==> src/rtl/sar_timer_pkg.sv <==
package sar_timer_pkg;

    // One frame-position decode: the four waveform levels for a position.
    typedef struct packed {
        logic convert;
        logic bitclk;
        logic frame_start;
        logic acquire;
    } wave_t;

    localparam wave_t WAVE_IDLE = '{convert: 1'b0, bitclk: 1'b0,
                                    frame_start: 1'b0, acquire: 1'b0};

endpackage

==> src/rtl/sar_ref_tick_div.sv <==
// Divides the block clock down to the reference tick rate.
module sar_ref_tick_div #(
    parameter int unsigned REF_DIV = 1
) (
    input  logic clk_i,
    input  logic rst_i,
    input  logic run_i,
    output logic tick_o
);
    localparam int unsigned CNT_W = (REF_DIV > 1) ? $clog2(REF_DIV) : 1;
    localparam logic [CNT_W-1:0] CNT_LAST = CNT_W'(REF_DIV - 1);

    typedef struct packed {
        logic [CNT_W-1:0] cnt;
    } div_state_t;

    div_state_t st_d, st_q;

    // The idle value is the last count, so the first run edge is a tick.
    always_comb begin
        st_d   = st_q;
        tick_o = (st_q.cnt == CNT_LAST);
        if (!run_i) begin
            st_d.cnt = CNT_LAST;
        end else if (tick_o) begin
            st_d.cnt = '0;
        end else begin
            st_d.cnt = st_q.cnt + 1'b1;
        end
    end

    always_ff @(posedge clk_i) begin
        if (rst_i) begin
            st_q.cnt <= CNT_LAST;
        end else begin
            st_q <= st_d;
        end
    end
endmodule

==> src/rtl/sar_frame_pos.sv <==
// Frame position counter; exposes the next position so the outputs can be
// registered against the position they describe.
module sar_frame_pos #(
    parameter int unsigned FRAME_TICKS = 64,
    localparam int unsigned POS_W = $clog2(FRAME_TICKS)
) (
    input  logic             clk_i,
    input  logic             rst_i,
    input  logic             run_i,
    input  logic             tick_i,
    output logic [POS_W-1:0] pos_next_o
);
    localparam logic [POS_W-1:0] POS_LAST = POS_W'(FRAME_TICKS - 1);

    typedef struct packed {
        logic [POS_W-1:0] pos;
    } pos_state_t;

    pos_state_t st_d, st_q;

    always_comb begin
        st_d = st_q;
        if (!run_i) begin
            st_d.pos = POS_LAST;
        end else if (tick_i) begin
            st_d.pos = (st_q.pos == POS_LAST) ? '0 : st_q.pos + 1'b1;
        end
        pos_next_o = st_d.pos;
    end

    always_ff @(posedge clk_i) begin
        if (rst_i) begin
            st_q.pos <= POS_LAST;
        end else begin
            st_q <= st_d;
        end
    end
endmodule

==> src/rtl/sar_wave_decode.sv <==
// Combinational map from frame position to waveform levels.
module sar_wave_decode
    import sar_timer_pkg::*;
#(
    parameter int unsigned FRAME_TICKS = 64,
    parameter int unsigned CONV_TICKS  = 1,
    parameter int unsigned CONV_TO_CLK = 4,
    parameter int unsigned CLK_HI      = 1,
    parameter int unsigned CLK_LO      = 2,
    parameter int unsigned N_BITS      = 19,
    parameter int unsigned ACQ_TICKS   = 6,
    localparam int unsigned POS_W = $clog2(FRAME_TICKS)
) (
    input  logic [POS_W-1:0] pos_i,
    output wave_t            wave_o
);
    localparam int CLK_PER   = int'(CLK_HI + CLK_LO);
    localparam int WIN_FIRST = int'(CONV_TO_CLK);
    localparam int WIN_END   = WIN_FIRST + CLK_PER * int'(N_BITS);
    localparam int ACQ_FIRST = int'(FRAME_TICKS) - int'(ACQ_TICKS - CONV_TICKS);

    int  p;
    int  phase;
    logic in_window;

    always_comb begin
        p         = int'(pos_i);
        in_window = (p >= WIN_FIRST) && (p < WIN_END);
        phase     = in_window ? (p - WIN_FIRST) % CLK_PER : 0;

        wave_o             = WAVE_IDLE;
        wave_o.convert     = (p < int'(CONV_TICKS));
        wave_o.frame_start = (p == 0);
        wave_o.bitclk      = in_window && (phase < int'(CLK_HI));
        wave_o.acquire     = (p < int'(CONV_TICKS)) || (p >= ACQ_FIRST);
    end
endmodule

==> src/rtl/sar_frame_timer.sv <==
module sar_frame_timer
    import sar_timer_pkg::*;
#(
    parameter int unsigned FRAME_TICKS = 64,
    parameter int unsigned CONV_TICKS  = 1,
    parameter int unsigned CONV_TO_CLK = 4,
    parameter int unsigned CLK_HI      = 1,
    parameter int unsigned CLK_LO      = 2,
    parameter int unsigned N_BITS      = 19,
    parameter int unsigned ACQ_TICKS   = 6,
    parameter int unsigned REF_DIV     = 1
) (
    input  logic clk_i,
    input  logic rst_i,
    input  logic run_i,
    output logic convert_o,
    output logic bitclk_o,
    output logic frame_start_o,
    output logic acquire_o
);
    localparam int unsigned POS_W    = $clog2(FRAME_TICKS);
    localparam int unsigned CLK_PER  = CLK_HI + CLK_LO;
    localparam int unsigned LAST_HI  = CONV_TO_CLK + CLK_PER * (N_BITS - 1) + CLK_HI;
    localparam int unsigned ACQ_FROM = FRAME_TICKS - (ACQ_TICKS - CONV_TICKS);

    // Elaboration-time consistency of the frame layout.
    generate
        if (CONV_TO_CLK < CONV_TICKS) begin : g_bad_gap
            $error("bit clock would overlap convert");
        end
        if (LAST_HI > ACQ_FROM) begin : g_bad_fit
            $error("bit clocks run into the acquisition window");
        end
        if (ACQ_TICKS < CONV_TICKS || REF_DIV < 1) begin : g_bad_param
            $error("invalid acquisition length or divider ratio");
        end
    endgenerate

    logic             tick;
    logic [POS_W-1:0] pos_next;
    wave_t            wave_dec;

    typedef struct packed {
        wave_t wave;
    } out_state_t;

    out_state_t st_d, st_q;

    sar_ref_tick_div #(
        .REF_DIV (REF_DIV)
    ) div_i (
        .clk_i  (clk_i),
        .rst_i  (rst_i),
        .run_i  (run_i),
        .tick_o (tick)
    );

    sar_frame_pos #(
        .FRAME_TICKS (FRAME_TICKS)
    ) pos_i (
        .clk_i      (clk_i),
        .rst_i      (rst_i),
        .run_i      (run_i),
        .tick_i     (tick),
        .pos_next_o (pos_next)
    );

    sar_wave_decode #(
        .FRAME_TICKS (FRAME_TICKS),
        .CONV_TICKS  (CONV_TICKS),
        .CONV_TO_CLK (CONV_TO_CLK),
        .CLK_HI      (CLK_HI),
        .CLK_LO      (CLK_LO),
        .N_BITS      (N_BITS),
        .ACQ_TICKS   (ACQ_TICKS)
    ) dec_i (
        .pos_i  (pos_next),
        .wave_o (wave_dec)
    );

    always_comb begin
        st_d      = st_q;
        st_d.wave = run_i ? wave_dec : WAVE_IDLE;
    end

    always_ff @(posedge clk_i) begin
        if (rst_i) begin
            st_q.wave <= WAVE_IDLE;
        end else begin
            st_q <= st_d;
        end
    end

    assign convert_o     = st_q.wave.convert;
    assign bitclk_o      = st_q.wave.bitclk;
    assign frame_start_o = st_q.wave.frame_start;
    assign acquire_o     = st_q.wave.acquire;
endmodule

==> config.mk <==
export PLATFORM = sky130hd
export DESIGN_NAME = sar_frame_timer
export DESIGN_NICKNAME = d
export VERILOG_FILES = /design/src/rtl/sar_timer_pkg.sv /design/src/rtl/sar_ref_tick_div.sv /design/src/rtl/sar_frame_pos.sv /design/src/rtl/sar_wave_decode.sv /design/src/rtl/sar_frame_timer.sv
export SDC_FILE = /design/constraint.sdc
export NUM_CORES = 1
export LEC_CHECK = 0
export CORE_MARGIN = 2
export CORE_UTILIZATION = 45
export CTS_CLUSTER_SIZE = 24
export DETAILED_ROUTE_END_ITERATION = 16
export SYNTH_ARGS = -nofsm -noshare
export SYNTH_HDL_FRONTEND = slang
export SYNTH_SLANG_ARGS = --single-unit
==> constraint.sdc <==
create_clock -name clk_i -period 10.4 [get_ports clk_i]
set_input_delay 2.6 -clock clk_i [delete_from_list [all_inputs] [get_ports clk_i]]
set_output_delay 2.6 -clock clk_i [all_outputs]
set_load 0.005 [all_outputs]
* Yosys cells after proc, flatten, opt, wreduce, memory -nomap -nowiden
Index checks and enable logic that the tools add are counted.
** Word-level totals
- Register bits :: 11
- Input bits :: 3
- Logic and storage cells :: 28
** Operators by class
- $add $sub $neg :: 3
- Div/mod/pow operators :: 1
- Magnitude comparators :: 5
- Equality and inequality tests :: 1
- Muxes and demuxes :: 4
- Bitwise logic cells :: 2
- Reduce and logical (&&, ||, !) cells :: 6
** Operators with widths (count)
- $lt A32 B2 Y1 const B :: 1
- $mod A32 B3 Y32 const B :: 1
- $mux W32 :: 1
- $mux W6 :: 3
- $sub A6 B3 Y7 const B :: 1
- $add A6 B1 Y6 const B :: 1
- $eq A6 B6 Y1 const B :: 1
- $ge A6 B3 Y1 const B :: 1
- $ge A6 B6 Y1 const B :: 1
- $logic_not A6 Y1 :: 1
- $lt A6 B1 Y1 const B :: 1
- $lt A6 B6 Y1 const B :: 1
- $reduce_or A3 Y1 :: 1
- $logic_and A1 B1 Y1 :: 2
- $not A1 Y1 :: 2
- $reduce_or A2 Y1 :: 1
- $add A1 B1 Y1 const B :: 1
- $logic_or A1 B1 Y1 :: 1

* Longest topological paths before layout
Gate-level depths: netlist (run 1).
- Depth in word-level cells :: 9
- Mapped depth :: 21
- Depth with buffers taken out :: 20

* Cells and area by module
Synthesis (run 1) repeated with hierarchy kept, for this count alone.
** Unflattened totals
- Cells, all modules :: 242
- Area, all modules :: 1899.3 sq um
** By module, submodules not included
- sar_wave_decode :: instances 1, cells an instance 195, area each 1440.1 sq um
- sar_frame_pos :: instances 1, cells an instance 36, area each 316.6 sq um
- sar_frame_timer :: instances 1, cells an instance 8, area each 115.1 sq um
- sar_ref_tick_div :: instances 1, cells an instance 3, area each 27.5 sq um

* Least setup slack after synthesis (run 1)
Ideal clock, no wire load.
- Kind :: input -> register
- Start point :: input port run_i
- End point :: register st_q (netlist bit bitclk_o)
- Setup time :: 0.087 ns
- Data arrival time :: 6.807 ns
- Path slack :: 3.506 ns
- Stages on the path :: 19
- Path buffers :: 2
- Cells stage by stage :: clkbuf_1 -> o211ai_1 -> inv_1 -> ha_1 -> or4_1 -> o2bb2ai_1 -> or3_1 -> and3_1 -> buf_6 -> ha_1 -> a311o_1 -> or4_1 -> o211ai_2 -> inv_1 -> ha_1 -> nor4_1 -> a221o_1 -> o2111ai_1 -> o31ai_1
** On the way
- Longest elaborated chain between the ends :: 6
- Elaborated cells between the ends (all ways) :: 11
- Those cells by class :: add/sub (1); div (1); order compare (3); mux (2); bitwise (1); reduce/logical (3)
** RTL lines
- from (decl) :: RTL line sar_frame_timer.sv:15 : input logic run_i,
- $mux W6 (*) :: RTL line sar_frame_pos.sv:23 : if (!run_i) begin
- via dec_i.pos_i[1] :: RTL line sar_wave_decode.sv:14 : input logic [POS_W-1:0] pos_i,
- $sub A6 B3 Y7, or another cell as far along :: RTL line sar_wave_decode.sv:29 : phase = in_window ? (p - WIN_FIRST) % CLK_PER : 0;
- $mod A32 B3 Y32 or $logic_and A1 B1 Y1 (tied branches) :: RTL line sar_wave_decode.sv:29, sar_wave_decode.sv:28
- $mux W32 :: RTL line sar_wave_decode.sv:29
- $lt A32 B2 Y1 :: RTL line sar_wave_decode.sv:34 : wave_o.bitclk = in_window && (phase < int'(CLK_HI));
- $logic_and A1 B1 Y1 (*) :: RTL line sar_wave_decode.sv:34
- to (signal assigned) :: RTL line sar_frame_timer.sv:90 : st_q <= st_d;
- to (decl) :: RTL line sar_frame_timer.sv:47 : out_state_t st_d, st_q;
Mark *: on every way through the listed nets, which the timed path passes. The rest lies on a longest branch.
A chain may end at the register's enable or synchronous reset.

* Worst setup path after layout (run 1)
- Start point :: input port run_i
- End point :: register st_q (netlist bit bitclk_o)
** On the way
- Longest elaborated chain between the ends :: 6
- Elaborated cells between the ends (all ways) :: 11
- Those cells by class :: add/sub (1); div (1); order compare (3); mux (2); bitwise (1); reduce/logical (3)
** RTL lines (RTL line)
- $mux W6 :: sar_frame_pos.sv:23
- $sub A6 B3 Y7, or another cell as far along :: sar_wave_decode.sv:29
- $mod A32 B3 Y32 or $logic_and A1 B1 Y1 (tied branches) :: sar_wave_decode.sv:29, sar_wave_decode.sv:28
- $mux W32 :: sar_wave_decode.sv:29
- $lt A32 B2 Y1 :: sar_wave_decode.sv:34
- $logic_and A1 B1 Y1 :: sar_wave_decode.sv:34
Parallel ways exist; a longest one is shown, timed or not.

==> results.toml, run 1 <==
[die]
core_area_um2 = 2520
num_rows = 18
initial_core_util_pct = 47.9
ios = 7
die_area_um2 = 3120
die_w_um = 55.8
die_h_um = 55.8

[setup_path]
crit_required_ns = 10.59
path_cells = "clkdlybuf4s50_1, nor2b_1, mux2_4, ha_1, nor2_1, o2bb2ai_1, or3_1, and3_1, ha_1, a311o_1, or4_1, o211ai_2, inv_1, ha_1, nor4_1, a221o_1, o2111ai_1, o31ai_1"
crit_path_top_delay_cell = "clkdlybuf4s50_1"
critPathBufInv = 2
r2r-end = "bitclk_o"
worstPathArrival_ns = 7.78
r2r_cells = 19
critPathCaptureType = "flop"
crit_fanout = 13
crit_type = "input pin to flop"
crit_path_max_incr_delay_ns = 0.62
rrSetupSlack_ns = 4.86
path_depth = 18
crit_end = "bitclk_o"
cpMostUsedCell = "ha_1"
worstSetupStartpoint = "run_i"
critPathTopFamily = "simple AND/OR/NAND/NOR gates"
start_kind = "input pin"
reg2reg_from = "pos_i.st_q[0]"

[sta]
tightest_slew_ns = 0.650
finalSetupViolations = 0
min_period_ns = 7.59
fin_skew_ns = 0.00437
setup_tns_ns = 0
finalHoldViolCount = 0
rsz0062_at_grt = "false"
relSlewSlack_pct = 56.1
slew_violations = 0
layout_setup_ws_ns = 2.81
fmax_mhz = 132
fin_crit_sh_pct = 73.0

[drt]
vias = 1228
wl_mm = 3.08
wl_per_cell_um = 16.7
drcViolationCount = 0
drt_iter0_drc = 50
via_per_inst = 6.64
final_antenna_net_count = 0
drt-pass1-iter-count = 4

[logic_synthesis]
yosysWarnings = 0
syn-cell-area_um2 = 1210
ys_types = 59
synth_top_area_share_pct = 18.2
syn_avg_cell_area_um2 = 8.06
syn-num-nets = 162
netlist_top_cells_area = "dfxtp_1 (18%), ha_1 (9.3%), nand2_1 (3.1%)"
ys_ff_latch = 11
postSynthCellCount = 150
synth_top_flop_cell = "dfxtp_1"
synth_edf_count = 0
synth-seq-area-share_pct = 18.2
synth_top_area_cell = "dfxtp_1"
async_flop_share_pct = 0

[worst_hold_path]
hold_class = "flop to flop"
hold_start = "pos_i.st_q[3]"

[global_route]
grt-ovfl-total = 0
grt_start_max_net_pins = 14
first_global_vias = 1033
antenna_found_initial = 0
grt_pass1_wl_mm = 5.13
track_usage_pct = 20.6

[cts]
postCtsSetupRepairBufs = 0
cts_hold_buf = 0
cts_tree = "built"
worstSkewPairLatency_ns = 0.28
numCtsBuffers = 3
cts_root_buf = "clkbuf_4"
path_clk_slew_ns = 0.08
clockBufferDepth = 2
cts.sinks = 11
htreeDepth = 1
cts_resized = 0

[power]
p_leak_nw = 0.485
powerDensity_nw_per_um2 = 126
vdd_ir_drop_max_mv = 0.0901

[run]
cap_violations = 0

[final_layout]
nNetsFinal = 168
n_antenna_cell = 0
syn_to_final_growth_pct = 7.25
design_area_um2 = 1300
drive_gt1_share_pct = 10.3

[place]
place_congestion = 0.920
dp_hpwl_mm = 2.34
placed_area_um2 = 1270
io_buffers = 6
preCtsSetupSlack_ns = 2.61

[status]
status = "completed"
[metrics by stage]
| step | hold slack (ns) | power, mW | instances | utilization (%) |
|---|---|---|---|---|
| 3_5_place_dp | 0.824 | 0.131 | 181 | 50.3 |
| 6_report | 0.852 | 0.163 | 185 | 51.4 |
| 5_1_grt | 0.893 | 0.174 | 185 | 51.4 |
| 2_1_floorplan | 0.733 | 0.116 | 150 | - |
| 4_1_cts | 0.845 | 0.161 | 185 | 51.4 |
| 3_3_place_gp | 0.836 | 0.130 | 181 | 50.3 |
[power by group]
part,switching [mW],internal (mW),total [mW]
clock network,0.0158,0.0143,0.0301
registers,0.00280,0.0445,0.0473
logic,0.0510,0.0350,0.0860
[synth_stat cells (3+ instances only)]
cell	count
a21oi_1	3
a31oi_1	3
and2_1	3
and3_1	3
dfxtp_1	11
ha_1	9
inv_1	8
nand2_1	10
nand2b_1	6
nand3_1	7
nor2_1	8
nor4_1	4
o21ai_0	5
o31ai_1	3
or3_1	4
or4_1	3
[cells in the final DEF (no fill, tap or decap), types with 3 or more instances in the layout]
cell,n
a21oi_1,3
a31oi_1,3
and2_1,3
and3_1,3
clkbuf_4,3
clkdlybuf4s50_1,6
dfxtp_1,11
ha_1,9
inv_1,8
nand2_1,10
nand2b_1,6
nand3_1,7
nor2_1,8
nor4_1,4
o21ai_0,5
o31ai_1,3
or3_1,4
or4_1,3
[sequential cells by signal, summed over array words and instances (netlist names)]
signal         cells
div_i.st_q         1
bitclk_o           1
frame_start_o      1
acquire_o          1
convert_o          1
pos_i.st_q         6
[area by class of cell]
class	count	area, um^2
Clock buffer	3	22.5
Clock inverter	1	5.00
Tap cell	30	37.5
Sequential cell	11	220
Fill cell	263	1230
Multi-Input combinational cell	125	917
Timing Repair Buffer	6	60.1
Inverter	9	33.8
[per-layer routing]
| metal | wire, um | track usage, % |
|---|---|---|
| met4 | 23 | 4.76 |
| met5 | 0 | 0 |
| met3 | 202 | 4.65 |
| met1 | 1450 | 28.8 |
| met2 | 1410 | 32.3 |
[worst min path at each step]
stage | slack (ns) | to | cells past startpoint
2_1_floorplan | 0.73 | pos_i.st_q[0] | 3
3_3_place_gp | 0.84 | pos_i.st_q[2] | 3
3_5_place_dp | 0.82 | pos_i.st_q[3] | 3
4_1_cts | 0.84 | pos_i.st_q[3] | 3
5_1_grt | 0.89 | pos_i.st_q[2] | 3
6_report | 0.85 | pos_i.st_q[3] | 3
[kinds of logic after synthesis]
kind of cell               share of synthesized area (%)
xor gates and xnor gates                            2.17
DFF                                                 18.2
buffers and inverters                               5.90
other                                              0.310
adders and majority gates                           9.32
muxes                                               5.28
AOI/OAI and AO/OA                                   28.2
and+or+nand+nor                                     30.6
[worst reg2reg max path, cell delays in order, from the launching register on]
cell and delay (ns):
dfxtp_1 0.37, ha_1 0.27, a31o_2 0.26, o211ai_1 0.35, inv_1 0.13, ha_1 0.25
or4_1 0.53, o2bb2ai_1 0.15, or3_1 0.37, and3_1 0.26, ha_1 0.26, a311o_1 0.32
or4_1 0.50, o211ai_2 0.19, inv_1 0.07, ha_1 0.32, nor4_1 0.28, a221o_1 0.19
o2111ai_1 0.10, o31ai_1 0.27
(Power assumes the default switching activity.)
==> run 2, diff against run 1 <==
==> constraint.sdc (replaced) <==
create_clock -name clk_i -period 7.3 [get_ports clk_i]
set_input_delay 1.825 -clock clk_i [delete_from_list [all_inputs] [get_ports clk_i]]
set_output_delay 1.825 -clock clk_i [all_outputs]
set_load 0.005 [all_outputs]
==> results.toml, run 2 (synthesized netlist as in run 1, its figures left out) <==
[power]
p_seq_share_pct = 29.4
p_sw_mw = 0.0946
combPwrFrac_pct = 52.7
clkPwrFrac_pct = 17.8
vdd_ir_drop_max_mv = 0.123
p_total_mw = 0.229
p_int_mw = 0.134
powerDensity_nw_per_um2 = 174
p_leak_nw = 0.500
netSwitchingFraction_pct = 41.3

[die]
die_area_um2 = 3120
num_rows = 18
die_h_um = 55.8
initial_core_util_pct = 47.9
ios = 7
core_area_um2 = 2520
die_w_um = 55.8

[cts]
path_clk_slew_ns = 0.07
postCtsSetupRepairBufs = 0
clockBufferDepth = 2
cts.sinks = 11
cts_resized = 0
worstSkewPairLatency_ns = 0.27
numCtsBuffers = 3
cts_root_buf = "clkbuf_4"
htreeDepth = 1
cts_tree = "built"
cts_hold_buf = 0

[global_route]
grt-ovfl-total = 0
grt_pass1_wl_mm = 5.22
met1_usage_pct = 28.7
use_met2_pct = 29.4
busiest_layer = "met2"
first_global_vias = 1133
grtUsageMet3_pct = 6.28
antenna_found_initial = 0
grt_start_max_net_pins = 13
track_usage_pct = 20.3

[sta]
fin_crit_sh_pct = 91.7
fin_skew_ns = 0.00558
setup_tns_ns = 0
finalHoldViolCount = 0
layout_setup_ws_ns = 0.606
slew_violations = 0
fmax_mhz = 149
tightest_slew_ns = 0.586
relSlewSlack_pct = 60.6
whs_ns = 0.847
rsz0062_at_grt = "false"
min_period_ns = 6.69
finalSetupViolations = 0

[drt]
vias = 1210
drt_iter0_drc = 57
drcViolationCount = 0
via_per_inst = 6.44
wl_per_cell_um = 15.5
drt-pass1-iter-count = 4
final_antenna_net_count = 0
wl_mm = 2.92

[setup_path]
crit_end = "bitclk_o"
critPathCaptureType = "flop"
critPathTopFamily = "simple AND/OR/NAND/NOR gates"
r2r-end = "bitclk_o"
path_cells = "clkdlybuf4s50_1, nor2b_1, mux2_4, ha_1, nor2_1, o2bb2ai_1, or3_1, and3_1, ha_1, a311o_1, or4_1, o211ai_2, inv_1, ha_1, nor4_1, a221o_1, o2111ai_1, o31ai_1"
crit_fanout = 12
cpMostUsedCell = "ha_1"
crit_type = "input pin to flop"
crit_path_top_delay_cell = "clkdlybuf4s50_1"
crit_required_ns = 7.48
crit_path_max_incr_delay_ns = 0.53
start_kind = "input pin"
rrSetupSlack_ns = 1.82
critPathBufInv = 2
r2r_cells = 18
path_depth = 18
reg2reg_from = "pos_i.st_q[0]"
worstPathArrival_ns = 6.87
worstSetupStartpoint = "run_i"

[final_layout]
mostFrequentLayoutCells = "dfxtp_1 (11), nand2_1 (10), ha_1 (9)"
final_common_cell = "dfxtp_1"
final_util_pct = 52.3
largest_reg_flops = 6
nNetsFinal = 171
drive_gt1_share_pct = 12.0
syn_to_final_growth_pct = 9.11
regMostFlops = "pos_i.st_q"
fillers = 243
n_antenna_cell = 0

[run]
cap_violations = 0

[place]
place_congestion = 0.944
io_buffers = 6
preCtsSetupSlack_ns = 0.360
dp_hpwl_mm = 2.29

[status]
status = "completed"

[worst_hold_path]
hold_class = "flop to flop"
[run 2: cell types whose count changed in the layout (fill, tap and decap cells not counted), sizes merged]
cell / delta
buf: +3
[run 2: layout make-up]
type                       count  area [um^2]  share of cell area (%)
clock buffer                   3         22.5                    1.71
timing repair buffer           9         82.6                    6.26
sequential                    11          220                    16.7
inverter                       9         33.8                    2.56
tap                           30         37.5                    2.85
clock inverter                 1         5.00                   0.380
multi-input combinational    125          917                    69.5
[run 2: stage by stage]
step	area, um^2	cells
global route	1320	188
finish	1320	188
detailed placement	1290	184
floorplan	1210	150
global placement	1290	184
CTS	1320	188
[run 2: layer usage]
layer / wire length, um / share of wire (%)
met1: 1430 / 49
met2: 1250 / 43
met3: 221 / 7.6
met4: 14 / 0.48
met5: 0 / 0
[run 2: power groups by stage]
stage | Sequential [mW] | Clock [mW] | Combinational, mW
6_report | 0.0674 | 0.0408 | 0.121
5_1_grt | 0.0680 | 0.0473 | 0.135
4_1_cts | 0.0673 | 0.0435 | 0.119
3_5_place_dp | 0.0687 | 0 | 0.117
3_3_place_gp | 0.0685 | 0 | 0.117
2_1_floorplan | 0.0678 | 0 | 0.0976
[run 2: worst min-delay path by stage]
stage	end	depth (start not counted)	start	slack, ns
floorplan	pos_i.st_q[0]	3	div_i.st_q	0.73
global placement	pos_i.st_q[2]	3	pos_i.st_q[2]	0.81
detailed placement	pos_i.st_q[3]	3	pos_i.st_q[3]	0.83
CTS	pos_i.st_q[3]	3	pos_i.st_q[3]	0.84
global route	pos_i.st_q[3]	3	pos_i.st_q[3]	0.91
finish	pos_i.st_q[3]	3	pos_i.st_q[3]	0.85
[run 2: worst reg2reg max path, delay by kind of cell, from the launching register on]
| family | cells | cell delay (ns) |
|---|---|---|
| buf+inv | 1 | 0.07 |
| fa+ha+maj | 4 | 1.15 |
| simple gates | 5 | 1.94 |
| flops | 1 | 0.38 |
| compound gates | 8 | 1.85 |
==> run 3, diff against run 2 <==
--- a/config.mk
+++ b/config.mk
@@ -9,6 +9,7 @@
 export CORE_UTILIZATION = 45
 export CTS_CLUSTER_SIZE = 24
 export DETAILED_ROUTE_END_ITERATION = 16
+export RECOVER_POWER = 100
 export SYNTH_ARGS = -nofsm -noshare
 export SYNTH_HDL_FRONTEND = slang
 export SYNTH_SLANG_ARGS = --single-unit
==> results.toml, run 3 (synthesized netlist as in run 1, its figures left out) <==
[die]
die_w_um = 55.8
die_area_um2 = 3120
core_area_um2 = 2520
die_h_um = 55.8
num_rows = 18
ios = 7
initial_core_util_pct = 47.9

[drt]
drt_iter0_drc = 68
wl_per_cell_um = 15.6
drcViolationCount = 0
drt-pass1-iter-count = 4
final_antenna_net_count = 0
vias = 1232
via_per_inst = 6.55
wl_mm = 2.93

[sta]
finalHoldViolCount = 0
slew_violations = 0
fmax_mhz = 147
fin_crit_sh_pct = 93.0
min_period_ns = 6.79
setup_tns_ns = 0
rsz0062_at_grt = "false"
fin_skew_ns = 0.00575
finalSetupViolations = 0
relSlewSlack_pct = 35.1
tightest_slew_ns = 0.946

[setup_path]
critPathCaptureType = "flop"
worstPathArrival_ns = 6.96
crit_required_ns = 7.48
start_kind = "input pin"
crit_type = "input pin to flop"
crit_fanout = 12
rrSetupSlack_ns = 1.81

[final_layout]
mostFrequentLayoutCells = "dfxtp_1 (11), nand2_1 (10), ha_1 (9)"
nNetsFinal = 171
regMostFlops = "pos_i.st_q"
design_area_um2 = 1290
multi_input_area_um2 = 901
final_common_cell = "dfxtp_1"
drive_gt1_share_pct = 9.49
syn_to_final_growth_pct = 7.14
final_util_pct = 51.3
largest_reg_flops = 6
fillers = 247
regArea_um2 = 220
n_antenna_cell = 0

[place]
dp_hpwl_mm = 2.29
io_buffers = 6
place_congestion = 0.944
placed_area_um2 = 1290

[global_route]
antenna_found_initial = 0
track_usage_pct = 20.3
grt-ovfl-total = 0
grt_start_max_net_pins = 13
first_global_vias = 1133
grt_pass1_wl_mm = 5.22

[worst_hold_path]
hold_class = "flop to flop"

[cts]
clockBufferDepth = 2
worstSkewPairLatency_ns = 0.27
cts.sinks = 11
htreeDepth = 1
cts_root_buf = "clkbuf_4"
numCtsBuffers = 3
cts_hold_buf = 0
cts_resized = 0
path_clk_slew_ns = 0.07
cts_tree = "built"
postCtsSetupRepairBufs = 0

[status]
status = "completed"

[power]
p_total_mw = 0.226
p_leak_nw = 0.504
powerDensity_nw_per_um2 = 175
vdd_ir_drop_max_mv = 0.122

[run]
cap_violations = 0
-- run 3: cell types whose count changed in the layout (fill, tap and decap cells not counted), sizes merged --
cell	previous run	this run
dlygate4sd3	0	5
clkbuf	3	5
buf	3	1
clkdlybuf4s50	6	1
-- run 3: layer usage --
metal | global-route usage [%] | vias up | share of wire (%)
met4 | 6.12 | 0 | 0.92
met5 | 0 | - | 0
li1 | - | 604 | -
met1 | 28.7 | 552 | 48
met3 | 6.28 | 8 | 7.9
met2 | 29.4 | 68 | 43
-- run 3: through the flow --
stage               std cells  hold WS (ns)  worst slack (ns)
CTS                       188         0.840             0.616
global placement          184         0.814             0.378
finish                    188         0.853             0.515
detailed placement        184         0.829             0.360
floorplan                 150         0.733              1.18
global route              188         0.913             0.199
-- run 3: area by class of cell --
type / instances / area share, %
clock inverters: 1 / 0.386
clock buffers: 3 / 1.74
flip-flops and latches: 11 / 17.0
repair buffers: 9 / 5.80
multi-input cells: 125 / 69.6
inverters: 9 / 2.61
well taps: 30 / 2.90
-- run 3: final timing paths --
| kind | startpoint | end | depth (start not counted) |
|---|---|---|---|
| setup reg to reg | pos_i.st_q[0] | bitclk_o | 18 |
| setup / recovery | run_i | bitclk_o | 18 |
| hold / removal | pos_i.st_q[3] | pos_i.st_q[3] | 3 |
| hold reg to reg | pos_i.st_q[3] | pos_i.st_q[3] | 3 |
-- run 3: worst max-delay path, cell delays in order --
cell           delay (ns)
dlygate4sd3_1        0.64
nor2b_1              0.18
mux2_4               0.34
ha_1                 0.51
nor2_1               0.13
o2bb2ai_1            0.16
or3_1                0.37
and3_1               0.25
ha_1                 0.26
a311o_1              0.32
or4_1                0.49
o211ai_2             0.22
inv_1                0.07
ha_1                 0.31
nor4_1               0.29
a221o_1              0.19
o2111ai_1            0.11
o31ai_1              0.29
-- run 3: where the power goes --
group	total, mW	switching, mW	leakage, nW	internal (mW)
Combinational	0.118	0.0695	0.396	0.0483
Sequential	0.0674	0.00406	0.0902	0.0633
Clock	0.0411	0.0208	0.0177	0.0203
Total	0.226	0.0944	0.504	0.132
